`config.mk`:
```
export PLATFORM = sky130hd
export DESIGN_NAME = prom_rd_ctrl
export DESIGN_NICKNAME = d
export VERILOG_FILES = /design/src/rtl/prom_rd_pkg.sv /design/src/rtl/prom_rd_timer.sv /design/src/rtl/prom_rd_hold.sv /design/src/rtl/prom_rd_seq.sv /design/src/rtl/prom_rd_ctrl.sv
export SDC_FILE = /design/constraint.sdc
export NUM_CORES = 1
export LEC_CHECK = 0
export BUFFER_PORTS_ARGS = -buffer_cell sky130_fd_sc_hd__buf_2
export CORE_MARGIN = 10
export CORE_UTILIZATION = 48
export DETAILED_ROUTE_END_ITERATION = 6
export PLACE_DENSITY = 0.89
export SETUP_SLACK_MARGIN = 0.1
export SLEW_MARGIN = 20
export SYNTH_ARGS = -nofsm -noshare
export SYNTH_HDL_FRONTEND = slang
export SYNTH_SLANG_ARGS = --single-unit
```
`constraint.sdc`:
```
create_clock -name clk -period 1.5 [get_ports clk]
set_input_delay 0.15 -clock clk [delete_from_list [all_inputs] [get_ports clk]]
set_output_delay 0.15 -clock clk [all_outputs]
set_load 0.02 [all_outputs]
```
`src/rtl/prom_rd_pkg.sv`:
```
package prom_rd_pkg;

  typedef enum logic [1:0] {
    ST_IDLE   = 2'd0,
    ST_ACCESS = 2'd1,
    ST_FLOAT  = 2'd2
  } rd_state_e;

  // per-grade delays in ns
  function automatic int grade_acc_ns(input int g);
    case (g)
      0:       return 70;
      1:       return 90;
      2:       return 120;
      default: return 150;
    endcase
  endfunction

  function automatic int grade_oe_ns(input int g);
    case (g)
      0:       return 40;
      1:       return 50;
      2:       return 50;
      default: return 60;
    endcase
  endfunction

  function automatic int grade_df_ns(input int g);
    case (g)
      0:       return 35;
      1:       return 40;
      2:       return 40;
      default: return 50;
    endcase
  endfunction

  function automatic int ns_to_cyc(input int ns, input int period);
    return (ns + period - 1) / period;
  endfunction

endpackage

```
`src/rtl/prom_rd_timer.sv`:
```
module prom_rd_timer #(
  parameter int CW = 6
) (
  input  logic          clk,
  input  logic          rst_n,
  input  logic          clr,
  input  logic          en,
  output logic [CW-1:0] cnt
);

  logic [CW-1:0] cnt_d;

  always_comb begin
    cnt_d = cnt;
    if (clr)     cnt_d = '0;
    else if (en) cnt_d = cnt + 1'b1;
  end

  always_ff @(posedge clk or negedge rst_n) begin
    if (!rst_n)          cnt <= '0;
    else if (clr || en)  cnt <= cnt_d;
  end

endmodule

```
`src/rtl/prom_rd_hold.sv`:
```
module prom_rd_hold #(
  parameter int W = 8
) (
  input  logic         clk,
  input  logic         rst_n,
  input  logic         ld,
  input  logic [W-1:0] d,
  output logic [W-1:0] q
);

  always_ff @(posedge clk or negedge rst_n) begin
    if (!rst_n)  q <= '0;
    else if (ld) q <= d;
  end

endmodule

```
`src/rtl/prom_rd_seq.sv`:
```
module prom_rd_seq
  import prom_rd_pkg::*;
#(
  parameter int ACC_CYC = 30,
  parameter int OE_OFF  = 17,
  parameter int DF_CYC  = 10,
  parameter int CW      = 6
) (
  input  logic          clk,
  input  logic          rst_n,
  input  logic          req_valid,
  input  logic [CW-1:0] cnt,
  output logic          cnt_clr,
  output logic          cnt_en,
  output logic          addr_ld,
  output logic          cap_ld,
  output logic          ce_n,
  output logic          oe_n,
  output logic          rsp_valid,
  output logic          busy
);

  localparam logic [CW-1:0] ACC_LAST = CW'(ACC_CYC - 1);
  localparam logic [CW-1:0] DF_LAST  = CW'(DF_CYC - 1);
  localparam bit            OE_AT_CE = (OE_OFF == 0);
  localparam logic [CW-1:0] OE_LAST  = OE_AT_CE ? '0 : CW'(OE_OFF - 1);

  rd_state_e st_q, st_d;
  logic      ce_n_d, oe_n_d, rsp_valid_d;
  logic      accept, hit_oe, hit_cap, hit_end;

  always_comb begin
    accept  = (st_q == ST_IDLE) && req_valid;
    hit_oe  = (st_q == ST_ACCESS) && !OE_AT_CE && (cnt == OE_LAST);
    hit_cap = (st_q == ST_ACCESS) && (cnt == ACC_LAST);
    hit_end = (st_q == ST_FLOAT) && (cnt == DF_LAST);
  end

  always_comb begin
    st_d        = st_q;
    ce_n_d      = ce_n;
    oe_n_d      = oe_n;
    rsp_valid_d = 1'b0;
    case (st_q)
      ST_IDLE: begin
        if (accept) begin
          st_d   = ST_ACCESS;
          ce_n_d = 1'b0;
          if (OE_AT_CE) oe_n_d = 1'b0;
        end
      end
      ST_ACCESS: begin
        if (hit_cap) begin
          st_d        = ST_FLOAT;
          ce_n_d      = 1'b1;
          oe_n_d      = 1'b1;
          rsp_valid_d = 1'b1;
        end else if (hit_oe) begin
          oe_n_d = 1'b0;
        end
      end
      ST_FLOAT: begin
        if (hit_end) st_d = ST_IDLE;
      end
      default: begin
        st_d   = ST_IDLE;
        ce_n_d = 1'b1;
        oe_n_d = 1'b1;
      end
    endcase
  end

  always_ff @(posedge clk or negedge rst_n) begin
    if (!rst_n) begin
      st_q      <= ST_IDLE;
      ce_n      <= 1'b1;
      oe_n      <= 1'b1;
      rsp_valid <= 1'b0;
    end else begin
      st_q      <= st_d;
      ce_n      <= ce_n_d;
      oe_n      <= oe_n_d;
      rsp_valid <= rsp_valid_d;
    end
  end

  assign cnt_clr = accept || hit_cap;
  assign cnt_en  = (st_q != ST_IDLE);
  assign addr_ld = accept;
  assign cap_ld  = hit_cap;
  assign busy    = (st_q != ST_IDLE);

  // output-enable only together with chip-enable
  a_r10_oe_within_ce: assert property (@(posedge clk) disable iff (!rst_n)
    !oe_n |-> !ce_n);

  // response is a single-cycle pulse
  a_r4_valid_pulse: assert property (@(posedge clk) disable iff (!rst_n)
    rsp_valid |=> !rsp_valid);

  // controls released in the capture cycle
  a_r5_release_at_capture: assert property (@(posedge clk) disable iff (!rst_n)
    rsp_valid |-> (ce_n && oe_n));

  // during the float guard the ROM stays deselected
  a_r6_float_deselected: assert property (@(posedge clk) disable iff (!rst_n)
    (st_q == ST_FLOAT) |-> (ce_n && oe_n && busy));

  // chip-enable falls only on an accepted request
  a_r2_ce_on_accept: assert property (@(posedge clk) disable iff (!rst_n)
    $fell(ce_n) |-> $past(req_valid));

  // a float interval never runs past its count
  a_r6_float_bound: assert property (@(posedge clk) disable iff (!rst_n)
    (st_q == ST_FLOAT) |-> (cnt <= DF_LAST));

endmodule

```
`src/rtl/prom_rd_ctrl.sv`:
```
module prom_rd_ctrl
  import prom_rd_pkg::*;
#(
  parameter int GRADE         = 0,
  parameter int CLK_PERIOD_NS = 4,
  parameter int ADDR_W        = 16,
  parameter int DATA_W        = 8
) (
  input  logic              clk,
  input  logic              rst_n,
  input  logic              req_valid,
  input  logic [ADDR_W-1:0] req_addr,
  output logic              busy,
  output logic              rsp_valid,
  output logic [DATA_W-1:0] rsp_data,
  output logic [ADDR_W-1:0] rom_addr,
  output logic              rom_ce_n,
  output logic              rom_oe_n,
  input  logic [DATA_W-1:0] rom_data
);

  // delays in whole cycles, rounded up
  localparam int ACC_CYC = ns_to_cyc(grade_acc_ns(GRADE), CLK_PERIOD_NS);
  localparam int OE_CYC  = ns_to_cyc(grade_oe_ns(GRADE),  CLK_PERIOD_NS);
  localparam int DF_CYC  = ns_to_cyc(grade_df_ns(GRADE),  CLK_PERIOD_NS);
  localparam int OE_OFF  = (ACC_CYC > OE_CYC) ? (ACC_CYC - OE_CYC) : 0;
  localparam int MAX_CYC = (ACC_CYC > DF_CYC) ? ACC_CYC : DF_CYC;
  localparam int CW      = $clog2(MAX_CYC + 1);

  logic [1:0]    rst_pipe;
  logic          rst_n_int;
  logic [CW-1:0] cnt;
  logic          cnt_clr, cnt_en, addr_ld, cap_ld;

  always_ff @(posedge clk or negedge rst_n) begin
    if (!rst_n) rst_pipe <= 2'b00;
    else        rst_pipe <= {rst_pipe[0], 1'b1};
  end
  assign rst_n_int = rst_pipe[1];

  prom_rd_timer #(.CW(CW)) u_timer (
    .clk   (clk),
    .rst_n (rst_n_int),
    .clr   (cnt_clr),
    .en    (cnt_en),
    .cnt   (cnt)
  );

  prom_rd_seq #(
    .ACC_CYC (ACC_CYC),
    .OE_OFF  (OE_OFF),
    .DF_CYC  (DF_CYC),
    .CW      (CW)
  ) u_seq (
    .clk       (clk),
    .rst_n     (rst_n_int),
    .req_valid (req_valid),
    .cnt       (cnt),
    .cnt_clr   (cnt_clr),
    .cnt_en    (cnt_en),
    .addr_ld   (addr_ld),
    .cap_ld    (cap_ld),
    .ce_n      (rom_ce_n),
    .oe_n      (rom_oe_n),
    .rsp_valid (rsp_valid),
    .busy      (busy)
  );

  prom_rd_hold #(.W(ADDR_W)) u_addr_reg (
    .clk   (clk),
    .rst_n (rst_n_int),
    .ld    (addr_ld),
    .d     (req_addr),
    .q     (rom_addr)
  );

  prom_rd_hold #(.W(DATA_W)) u_data_reg (
    .clk   (clk),
    .rst_n (rst_n_int),
    .ld    (cap_ld),
    .d     (rom_data),
    .q     (rsp_data)
  );

  // address pins frozen while a read or its float guard runs
  a_r8_addr_frozen: assert property (@(posedge clk) disable iff (!rst_n_int)
    busy |=> $stable(rom_addr));

  // captured byte holds between responses
  a_r4_data_held: assert property (@(posedge clk) disable iff (!rst_n_int)
    !rsp_valid |=> (rsp_valid || $stable(rsp_data)));

endmodule

```
==> impl_metrics.tcl <==
set metrics [dict create \
    status "finished, violations left" \
    violations "negative setup slack" \
    finalCritPeriodShare 1.06 \
    p_sw_frac 0.374 \
    core_region_area_um2 3050 \
    cts_sinks 36 \
    leakagePower_uw 0.00118 \
    ff2ff_path_depth 5 \
    rsz0062_at_grt "true" \
    report.final.slew_viol_count 0 \
    gr-usage-all-layers 0.147 \
    powerDensity_nw_per_um2 2270 \
    final_hold_viol_count 0 \
    gp_congestion 0.799 \
    fin_ws_ps -92.4 \
    clock_latency_ps 340 \
    drc_errors 0 \
    wl_per_cell_um 17.4 \
    worst_ep_required_time_ps 1730 \
    whs_ps 32.4 \
    clkPwrFrac 0.128 \
    synth.largest_area_cell "dfrtp_1" \
    synth_top_family_by_area "multiplexers" \
    grt_max_degree 35 \
    seqPwrFrac 0.328 \
    regToRegStartpoint "u_timer.cnt[1]" \
    wirelength_mm 4.14 \
    clock-root-buffer "clkbuf_4" \
    switchingPower_uw 1960 \
    max_cap_violations 0 \
    share_comb_of_total_power 0.545 \
    synth_cell_types 30 \
    synthAdderAreaFrac 0.0246 \
    reg2reg_to "u_data_reg.q[2]" \
    rows 20 \
    cp.arrival_ps 1820 \
    drive_above_1_share 0.675 \
    yosysSeqAreaShare 0.591 \
    die_h_um 76.4 \
    initial_core_util 0.500 \
    cts.path.max_buffers 2 \
    dp_hpwl_mm 2.72 \
    synth_compound_area_frac 0.0557 \
    yosysTopAreaCellShare 0.557 \
    final_nets 223 \
    gr-total-overflow 0 \
    fmax_mhz 628 \
    min_period_ps 1590 \
    p_int_uw 3290 \
    synth_nets 138 \
    clock_skew_ps 4.79 \
    chipWidth_um 76.4 \
    cts_buffers 5 \
    cts_tree "built" \
    io_buffers 54 \
    vias 1193 \
    dieArea_um2 5840 \
    holdPathStages 2 \
    reg2reg_slack_ps -90 \
    clk_pin_slew_ps 110 \
    post_drt_via_cell_ratio 5.01 \
    ys_seq_elements 36 \
    path_max_fanout 5 \
    path_class "flop to flop" \
    drt_iter0_drc 76 \
    syn_area_um2 1530 \
    hold_start "req_addr[1]" \
    dr.pass1.iters 4 \
    fillers 201 \
    end_kind "flop" \
    seq_area_um2 905 \
    h-tree-depth 2 \
    antenna_found_initial 0 \
    synth-xor-area-share 0.00573 \
    start_kind "flop" \
    ios 55 \
    finalSetupViolCount 8 \
    syn_area_per_cell_um2 14.1 \
    whs_endpoint "u_addr_reg.q[1]" \
    syn_to_final_growth_pct 51.1 \
    synthMuxAreaShare 0.203 \
    detail-route-antenna-nets 0 \
    synth.top_cells.by_area "dfrtp_1 56%, mux2_2 12%, mux2_4 7.9%, dfstp_2 3.4%, ha_1 2.5%" \
    multi_input_area_um2 686 \
    ir_drop_mv 1.22 \
    grt_pass1_vias 1288 \
    dp_slack_ps -116 \
    yosysWarnings 0 \
    synthCells 108 \
    grt_pass1_wl_mm 6.85 \
    synth-simple-area-share 0.0745 \
    hp-class "primary input to flop" \
    diodes 0 \
]
[placed cells by master (no fill, tap or decap), types with 2 or more instances in the layout]
| cell | synthesis | routed |
|---|---|---|
| nand2b_1 | 2 | 2 |
| dfrtp_1 | 34 | 33 |
| buf_2 | 0 | 53 |
| dfstp_2 | 2 | 2 |
| mux2_4 | 8 | 24 |
| o22ai_1 | 2 | 2 |
| clkbuf_4 | 0 | 5 |
| inv_1 | 8 | 6 |
| inv_2 | 0 | 2 |
| buf_4 | 1 | 16 |
| o21ai_2 | 0 | 2 |
| buf_12 | 0 | 2 |
| or4_4 | 1 | 2 |
| buf_6 | 2 | 8 |
| o21ai_0 | 5 | 2 |
| nand2_1 | 4 | 3 |
[worst max-delay path, stage by stage, from the launching register on]
cell and delay, ps:
dfrtp_1 410, inv_2 80, ha_4 130, nand2_2 60, or4_4 490, mux2_4 330
[power groups by stage]
| stage | registers (uW) | logic [uW] | clock network, uW |
|---|---|---|---|
| after detailed placement | 1700 | 2260 | 0 |
| after floorplan | 2160 | 984 | 0 |
| after global placement | 1660 | 2170 | 0 |
| final | 1720 | 2860 | 670 |
| after global routing | 1780 | 3060 | 744 |
| after CTS | 1700 | 2700 | 681 |
[flip-flops by register name, indices dropped and copies added (netlist names)]
name / cells
u_seq.ce_n: 1
u_addr_reg.q: 16
u_timer.cnt: 5
u_data_reg.q: 8
u_seq.rsp_valid: 1
u_seq.oe_n: 1
rst_pipe: 2
u_seq.st_q: 2
[kinds of logic after synthesis]
group / Yosys count
AOI/OAI and AO/OA: 13
adders and majority gates: 3
buffers and inverters: 12
other: 1
muxes: 25
xor gates and xnor gates: 1
and+or+nand+nor: 17
DFF: 36
[layer usage]
metal	track usage	wire (um)	vias up
met2	0.252	2190	40
met4	0.0446	46	0
met3	0.0660	281	7
met1	0.159	1610	603
li1	-	-	543
met5	0	0	-
[cells in the mapped netlist]
cell type and count:
nand3_1 1, o21ai_0 5, dfstp_2 2, o31ai_1 1
or4_4 1, xnor2_1 1, nor3_2 1, nand2_1 4
mux2_2 16, ha_1 3, o21ba_2 1, o22ai_1 2
nor4bb_1 2, and3_1 1, a211oi_1 1, nand2b_1 2
nor3_1 1, buf_6 2, nand2b_4 1, conb_1 1
dfrtp_1 34, or3_2 1, mux2i_1 1, a21oi_1 1
clkbuf_2 1, buf_4 1, o2bb2ai_1 2, mux2_4 8
inv_1 8, nor2_1 2
[how the worst max path moves through the flow]
stage / from / endpoint / cells after the start
2_1_floorplan: u_timer.cnt[1] / u_data_reg.q[0] / 6
3_3_place_gp: u_timer.cnt[1] / u_data_reg.q[6] / 5
3_5_place_dp: u_timer.cnt[1] / u_data_reg.q[1] / 5
4_1_cts: u_timer.cnt[1] / u_data_reg.q[2] / 5
5_1_grt: u_timer.cnt[1] / u_data_reg.q[4] / 5
6_report: u_timer.cnt[1] / u_data_reg.q[2] / 5
[metrics by stage]
step / setup TNS [ps] / cell area [um^2] / total power (uW) / instances / util
after floorplan: -787 / 1550 / 3150 / 108 / -
after global placement: -540 / 1940 / 3830 / 214 / 0.635
after detailed placement: -846 / 1940 / 3960 / 214 / 0.635
after CTS: -440 / 2230 / 5080 / 233 / 0.730
after global routing: -1520 / 2310 / 5590 / 238 / 0.756
final: -616 / 2310 / 5250 / 238 / 0.756
[layout make-up]
| type | count | share of cell area |
|---|---|---|
| multi-input combinational | 61 | 0.297 |
| tap | 44 | 0.0238 |
| clock buffer | 5 | 0.0163 |
| timing repair buffer | 81 | 0.240 |
| sequential | 36 | 0.392 |
| clock inverter | 3 | 0.0184 |
| inverter | 8 | 0.0130 |
[repair_timing]
| action | 4_1_cts | 5_1_grt |
|---|---|---|
| endpoints found under the setup margin | 27 | 35 |
| hold endpoints to repair | 2 | 0 |
| resized for setup | 27 | 14 |
| hold buffers | 1 | 0 |
| buffers inserted | 8 | 5 |
| cloned | 2 | 0 |
| pin swaps | 1 | 3 |
(Power assumes the default switching activity.)
